[src/rtl/tcc_pkg.sv]
// Shared constants and types for the timer capture/compare channel.
// Assumes an 8-bit register port and a counter exactly two bytes wide.
package tcc_pkg;
    localparam int BUS_W = 8;
    localparam int CNT_W = 2 * BUS_W;

    localparam logic [1:0] ADR_SC  = 2'd0;
    localparam logic [1:0] ADR_VHI = 2'd1;
    localparam logic [1:0] ADR_VLO = 2'd2;

    // Status/control layout, bit 7 first.
    typedef struct packed {
        logic       flag;
        logic       ie;
        logic       msb;
        logic       msa;
        logic [1:0] els;
        logic       tov;
        logic       maxd;
    } sc_t;
endpackage

[src/rtl/tcc_pin_sync.sv]
// Pin synchronizer and edge detector.
// Assumes pin_in is asynchronous; STAGES flops precede one history flop.
module tcc_pin_sync #(
    parameter int STAGES = 2
) (
    input  logic clk,
    input  logic rst_n,
    input  logic pin_in,
    output logic rise,
    output logic fall
);
    localparam int LAST = STAGES;

    logic [LAST:0] sh_q;

    // Shift the pin through synchronizer stages and one history stage.
    always_ff @(posedge clk) begin
        if (!rst_n) sh_q <= '0;
        else        sh_q <= {sh_q[LAST-1:0], pin_in};
    end

    // Compare newest synchronized sample with the previous one.
    always_comb begin
        rise = sh_q[LAST-1] & ~sh_q[LAST];
        fall = ~sh_q[LAST-1] & sh_q[LAST];
    end
endmodule

[src/rtl/tcc_regs.sv]
// Status/control and channel value registers with the guarded flag clear.
// Assumes a single-cycle bus strobe; a capture load beats a bus write.
module tcc_regs
    import tcc_pkg::*;
#(
    parameter bit HAS_MSB = 1'b1
) (
    input  logic             clk,
    input  logic             rst_n,
    input  logic             wr_en,
    input  logic             rd_en,
    input  logic [1:0]       addr,
    input  logic [BUS_W-1:0] wdata,
    input  logic             evt,
    input  logic             cap_load,
    input  logic [CNT_W-1:0] cnt,
    output sc_t              sc,
    output logic [CNT_W-1:0] chval,
    output logic [BUS_W-1:0] rdata
);
    logic       flag_q, armed_q, ie_q, msa_q, msb_q, tov_q, maxd_q;
    logic [1:0] els_q;
    logic       wr_sc, rd_sc;

    assign wr_sc = wr_en && (addr == ADR_SC);
    assign rd_sc = rd_en && (addr == ADR_SC);

    // Plain control fields, written directly from the bus.
    always_ff @(posedge clk) begin
        if (!rst_n) begin
            ie_q   <= 1'b0;
            msa_q  <= 1'b0;
            els_q  <= 2'b00;
            tov_q  <= 1'b0;
            maxd_q <= 1'b0;
        end else if (wr_sc) begin
            ie_q   <= wdata[6];
            msa_q  <= wdata[4];
            els_q  <= wdata[3:2];
            tov_q  <= wdata[1];
            maxd_q <= wdata[0];
        end
    end

    // Mode bit B exists only in the full variant.
    generate
        if (HAS_MSB) begin : g_msb
            // Hold mode bit B as written.
            always_ff @(posedge clk) begin
                if (!rst_n)     msb_q <= 1'b0;
                else if (wr_sc) msb_q <= wdata[5];
            end
        end else begin : g_no_msb
            assign msb_q = 1'b0;
        end
    endgenerate

    // Flag set by events, cleared only by an armed zero write.
    always_ff @(posedge clk) begin
        if (!rst_n)                             flag_q <= 1'b0;
        else if (evt)                           flag_q <= 1'b1;
        else if (wr_sc && !wdata[7] && armed_q) flag_q <= 1'b0;
    end

    // Arm on a read that sees the flag; any event or write disarms.
    always_ff @(posedge clk) begin
        if (!rst_n)               armed_q <= 1'b0;
        else if (evt || wr_sc)    armed_q <= 1'b0;
        else if (rd_sc && flag_q) armed_q <= 1'b1;
    end

    // Channel value: capture load first, then byte writes.
    always_ff @(posedge clk) begin
        if (!rst_n)                             chval <= '0;
        else if (cap_load)                      chval <= cnt;
        else if (wr_en && (addr == ADR_VHI))    chval[CNT_W-1:BUS_W] <= wdata;
        else if (wr_en && (addr == ADR_VLO))    chval[BUS_W-1:0] <= wdata;
    end

    assign sc = {flag_q, ie_q, msb_q, msa_q, els_q, tov_q, maxd_q};

    // Read mux selected by address.
    always_comb begin
        case (addr)
            ADR_SC:  rdata = sc;
            ADR_VHI: rdata = chval[CNT_W-1:BUS_W];
            ADR_VLO: rdata = chval[BUS_W-1:0];
            default: rdata = '0;
        endcase
    end
endmodule

[src/rtl/tcc_action.sv]
// Mode decode, capture/compare event generation and pin output register.
// Assumes cnt changes at most once per clock and ovf is a one-cycle strobe.
module tcc_action
    import tcc_pkg::*;
(
    input  logic             clk,
    input  logic             rst_n,
    input  sc_t              sc,
    input  logic [CNT_W-1:0] cnt,
    input  logic [CNT_W-1:0] chval,
    input  logic             ovf,
    input  logic             rise,
    input  logic             fall,
    output logic             evt,
    output logic             cap_load,
    output logic             pin_out,
    output logic             pin_oe
);
    logic is_cap, is_oc, is_pwm, linked;
    logic eq, eq_q, match, edge_hit, ovf_lvl;
    logic pin_q, pin_d;

    // Decode channel mode.
    always_comb begin
        is_cap  = !sc.msb && !sc.msa;
        is_oc   = !sc.msb && sc.msa;
        is_pwm  = sc.msb;
        linked  = (sc.els != 2'b00);
        ovf_lvl = (sc.els == 2'b10);
    end

    assign eq = (cnt == chval);

    // Remember last equality so a held counter matches only once.
    always_ff @(posedge clk) begin
        if (!rst_n) eq_q <= 1'b0;
        else        eq_q <= eq;
    end

    // Capture and compare events.
    always_comb begin
        match    = eq && !eq_q && !is_cap;
        edge_hit = is_cap && ((sc.els[0] && rise) || (sc.els[1] && fall));
        evt      = match || edge_hit;
        cap_load = edge_hit;
    end

    // Next pin level; compare action has priority over overflow.
    always_comb begin
        pin_d = pin_q;
        if (is_oc && linked) begin
            if (match) begin
                case (sc.els)
                    2'b01:   pin_d = ~pin_q;
                    2'b10:   pin_d = 1'b0;
                    default: pin_d = 1'b1;
                endcase
            end else if (ovf && sc.tov) begin
                pin_d = ~pin_q;
            end
        end else if (is_pwm && linked) begin
            if (sc.maxd)   pin_d = ovf_lvl;
            else if (match) pin_d = ~ovf_lvl;
            else if (ovf)   pin_d = ovf_lvl;
        end
    end

    // Pin output register.
    always_ff @(posedge clk) begin
        if (!rst_n) pin_q <= 1'b0;
        else        pin_q <= pin_d;
    end

    assign pin_out = pin_q;
    assign pin_oe  = !is_cap && linked;
endmodule

[src/rtl/tcc_channel.sv]
// Top of one timer capture/compare channel.
// Assumes an external free-running counter and overflow strobe.
module tcc_channel
    import tcc_pkg::*;
#(
    parameter int SYNC_STAGES = 2,
    parameter bit HAS_MSB     = 1'b1
) (
    input  logic        clk,
    input  logic        rst_n,
    input  logic        bus_wr,
    input  logic        bus_rd,
    input  logic [1:0]  bus_addr,
    input  logic [7:0]  bus_wdata,
    output logic [7:0]  bus_rdata,
    input  logic [15:0] cnt_val,
    input  logic        cnt_ovf,
    input  logic        ch_pin_in,
    output logic        ch_pin_out,
    output logic        ch_pin_oe,
    output logic        ch_irq
);
    sc_t              sc_q;
    logic [CNT_W-1:0] chval_q;
    logic             chan_evt, cap_load, edge_rise, edge_fall;

    tcc_pin_sync #(.STAGES(SYNC_STAGES)) u_sync (
        .clk(clk), .rst_n(rst_n), .pin_in(ch_pin_in),
        .rise(edge_rise), .fall(edge_fall)
    );

    tcc_regs #(.HAS_MSB(HAS_MSB)) u_regs (
        .clk(clk), .rst_n(rst_n), .wr_en(bus_wr), .rd_en(bus_rd),
        .addr(bus_addr), .wdata(bus_wdata), .evt(chan_evt),
        .cap_load(cap_load), .cnt(cnt_val), .sc(sc_q),
        .chval(chval_q), .rdata(bus_rdata)
    );

    tcc_action u_act (
        .clk(clk), .rst_n(rst_n), .sc(sc_q), .cnt(cnt_val),
        .chval(chval_q), .ovf(cnt_ovf), .rise(edge_rise), .fall(edge_fall),
        .evt(chan_evt), .cap_load(cap_load),
        .pin_out(ch_pin_out), .pin_oe(ch_pin_oe)
    );

    assign ch_irq = sc_q.flag & sc_q.ie;
endmodule

[config.mk]
export PLATFORM = sky130hd
export DESIGN_NAME = tcc_channel
export DESIGN_NICKNAME = d
export VERILOG_FILES = /design/src/rtl/tcc_pkg.sv /design/src/rtl/tcc_pin_sync.sv /design/src/rtl/tcc_regs.sv /design/src/rtl/tcc_action.sv /design/src/rtl/tcc_channel.sv
export SDC_FILE = /design/constraint.sdc
export NUM_CORES = 1
export LEC_CHECK = 0
export ABC_AREA = 1
export ABC_CLOCK_PERIOD_IN_PS = 2200
export CELL_PAD_IN_SITES_DETAIL_PLACEMENT = 1
export CELL_PAD_IN_SITES_GLOBAL_PLACEMENT = 2
export CORE_MARGIN = 3
export CORE_UTILIZATION = 26
export CTS_CLUSTER_DIAMETER = 50
export CTS_CLUSTER_SIZE = 12
export DETAILED_ROUTE_END_ITERATION = 6
export PLACE_DENSITY = 0.9
export SYNTH_ARGS = -nofsm -noshare
export SYNTH_HDL_FRONTEND = slang
export SYNTH_HIERARCHICAL = 1
export SYNTH_SLANG_ARGS = --single-unit
[constraint.sdc]
create_clock -name clk -period 2.2 [get_ports clk]
set_clock_uncertainty 0.15 [all_clocks]
set_input_delay 0.44 -clock clk [delete_from_list [all_inputs] [get_ports clk]]
set_output_delay 0.44 -clock clk [all_outputs]
set_load 0.03 [all_outputs]
==> qor.csv <==
stage;metric;value;unit
timing;final worst path period share;94.4;%
synth;xor and xnor fraction of the mapped netlist area;3.61;%
setup_path;crit path DAT;1.49;ns
die;Die W;97.6;µm
setup_path;worst stage delay on the critical path;0.26;ns
clock_network;TritonCTS Sinks;30;
synth;mux share of post-synthesis cell area;0;%
pwr;sum of internal, switching and leakage power;1.42;mW
finish;post-route insts no fill;543;
finish;count of nets after finishing;472;
synth;Mapped Cells;387;
synth;top area cells in the synthesized netlist;sky130_fd_sc_hd__dfxtp_1 28%, sky130_fd_sc_hd__nand2_1 24%, sky130_fd_sc_hd__inv_1 10%;
clock_network;deepest clock path buffer count;2;
routing;drt first-iter violations;50;
die;row count;32;
timing;maximum operating frequency;481;MHz
pwr;Lkg Pwr;1.45;nW
global_routing;total congestion overflow after global routing;0;
placed_design;cell count after placement;532;
synth;Post-Syn Nets;419;
setup_path;most used cell along the critical path;sky130_fd_sc_hd__buf_4;
finish;layout overhead on the synthesized area;32.2;%
synth;area share of and/or/nand/nor cells after synthesis;43.2;%
die;vertical die dimension;97.6;µm
synth;most common library cells after synthesis;141 x sky130_fd_sc_hd__nand2_1, 60 x sky130_fd_sc_hd__inv_1, 55 x sky130_fd_sc_hd__nor2_1;
synth;adder and majority gate portion of the synthesized area;0;%
routing;wire length after detailed routing;7210;µm
setup_path;highest-delay cell along the critical path;sky130_fd_sc_hd__dlygate4sd2_1;
synth;number of synthesized flops with an enable pin;0;
setup_path;type of element launching the critical path;input port;
global_routing;pin count of the biggest net entering global routing;41;
synth;library cells used by synthesis;23;
setup_path;sort of element at the end of the critical path;output pin;
setup_path;Worst Path Max Fanout;8;
setup_path;crit path from;bus_addr[1];
synth;post-synthesis instance area;2180;µm²
die;area of the core;7930;µm²
outcome;run status;finished clean;
global_routing;global-route total usage across every layer;15.7;%
clock_network;clock tree from TritonCTS;built;
global_routing;met3 Use GR;2.87;%
clock_network;worst skew pair latency;0.28;ns
setup_path;Cell Chain, Critical Path;dlygate4sd2_1 -> inv_2 -> nand2_1 -> buf_4 -> o211ai_1 -> buf_4;
hold_path;worst min-delay path class;flip-flop to flip-flop;
hold_path;startpoint of the most critical hold path;u_sync/sh_q[0];
routing;vias post-DR;2478;
die;number of ports placed on the die boundary;43;
synth;combinational family with the most area after synthesis;simple AND/OR/NAND/NOR gates;
timing;setup repair after global routing missed its margin;no;
synth;synthesized area per cell;5.64;µm²
global_routing;met1 capacity usage during global routing;19.8;%
synth;library cell with the largest summed area after synthesis;sky130_fd_sc_hd__dfxtp_1;
timing;slew at the pin closest to its max-slew limit;0.331;ns
timing;min Tclk post-route;2.08;ns
timing;setup violation total in the final timing report;0;
global_routing;antenna violations before repair;0;
timing;Slew Limit Fails;0;
finish;final antenna diode count;0;
setup_path;buffers plus inverters on the worst setup path;4;
placed_design;RD Place Congestion;0.804;
timing;final count of hold timing violations;0;
setup_path;type of the setup path with the least slack;input port to output pin;
routing;DRT Pass-1 Iters;4;
synth;Yosys top cell area share;27.5;%
pwr;highest ir drop seen on vdd;0.198;mV
job;max capacitance violation total;0;
setup_path;Req. time, crit path;1.61;ns
clock_network;buffer type at the clock tree root;sky130_fd_sc_hd__clkbuf_8;
timing;min setup slack post-route;0.122;ns
synth;count of synthesis-stage warnings from yosys;6;
clock_network;total number of H-tree levels;2;
setup_path;family with the most delay on the worst path;buffers and inverters;
die;effective utilization at floorplan;27.5;%
synth;top flip-flop cell by instance count after synthesis;sky130_fd_sc_hd__dfxtp_1;
timing;worst slew slack as a fraction of its limit;77.9;%
synth;post-synthesis compound-gate area fraction;10.1;%
pwr;power density over cell area;491;nW/µm²
placed_design;Post-DP HPWL;5400;µm
global_routing;most congested layer reported by global routing;met2;
synth;count leader, synth;sky130_fd_sc_hd__nand2_1;
global_routing;vias in the first global route;2531;
routing;drc violations;0;
global_routing;Global Route met2 Usage;27.8;%
routing;ANT nets after route;0;
synth;share of flip-flops with an asynchronous set or reset after synthesis;0;%
die;die area;9530;µm²
placed_design;total of buffers placed on input and output ports;42;
clock_network;number of clock buffers inserted by TritonCTS;5;
finish;fraction of layout cells with a size suffix above 1;11.3;%
placed_design;worst slack, placed;-0.101;ns
setup_path;reg-to-reg startpoint;u_regs/chval[7];
routing;routed wirelength normalized by instance count;13.3;µm
synth;sequential element share of the synthesized area;27.5;%
clock_network;Reg clk slew, reported paths;0.06;ns
synth;number of register bits inferred by synthesis;30;
routing;via/cell ratio;4.56;
global_routing;global-route wire length before repair;12200;µm
==> metal layers <==
layer | vias up | wire, µm
met5 | - | 0
met4 | 0 | 83
met3 | 6 | 324
met2 | 56 | 3410
met1 | 1144 | 3390
li1 | 1272 | -
==> what timing repair did <==
action,4_1_cts,5_1_grt
hold buffers,0,0
resized for setup,4,3
pin swaps,2,1
setup endpoints to repair,9,1
buffers inserted,3,0
==> final timing paths <==
| path | endpoint | slack [ns] | depth (start not counted) |
|---|---|---|---|
| worst min-delay path | u_sync/sh_q[1] | 0.26 | 2 |
| worst max register to register | u_act/pin_out | 0.45 | 11 |
| worst max-delay path | bus_rdata[4] | 0.12 | 6 |
| worst min register to register | u_sync/sh_q[1] | 0.26 | 2 |
==> placed cells by master (no fill, tap or decap), drive strengths merged <==
master	instances
dlymetal6s2s	1
inv	63
nor3b	1
nor2	59
o211ai	8
o21ai	10
nand4	2
dlygate4sd2	3
xor2	4
dfxtp	30
a21oi	19
clkdlybuf4s50	30
a21boi	1
xnor2	5
clkinv	1
buf	29
nand2	142
a22o	1
nand3	25
clkbuf	7
==> cell families after synthesis <==
logic type	after synthesis
and+or+nand+nor	229
buffers and inverters	80
AOI/OAI and AO/OA	39
DFF	30
xor gates and xnor gates	9
==> through the flow <==
stage / TNS, ns / util [%] / area [µm²] / hold WS, ns
finish: 0 / 36.4 / 2890 / 0.259
global route: 0 / 36.4 / 2890 / 0.297
CTS: 0 / 36.3 / 2880 / 0.261
detailed placement: -0.802 / 34.8 / 2760 / 0.249
global placement: -0.423 / 34.8 / 2760 / 0.245
floorplan: 0 / - / 2180 / 0.236
==> flip-flops by register name, summed over array words and instances, names as in the netlist <==
name	flops
u_regs/msa_q	1
u_regs/els_q	2
u_regs/maxd_q	1
u_act/eq_q	1
u_regs/flag_q	1
u_act/pin_out	1
u_regs/ie_q	1
u_regs/tov_q	1
u_sync/sh_q	3
u_regs/chval	16
u_regs/msb_q	1
u_regs/armed_q	1
==> area by class of cell <==
cell class | count | area, µm²
Tap cell | 102 | 128
Clock inverter | 1 | 5.00
Fill cell | 1063 | 5040
Multi-Input combinational cell | 277 | 1250
Inverter | 63 | 236
Sequential cell | 30 | 601
Timing Repair Buffer | 63 | 582
Clock buffer | 7 | 86.3
==> worst reg2reg max path, delay by kind of cell, from the launching register on <==
| kind | cells | cell delay, ns |
|---|---|---|
| flops | 1 | 0.42 |
| compound gates | 1 | 0.19 |
| simple gates | 9 | 0.84 |
| buf+inv | 1 | 0.06 |
==> where the power goes <==
group          total, mW  switching [mW]  internal (mW)  leakage [nW]
logic              0.352           0.194          0.157          1.16
clock network      0.468           0.216          0.252        0.0482
registers          0.598          0.0266          0.571         0.245
Power figures use the tool's default switching activity.
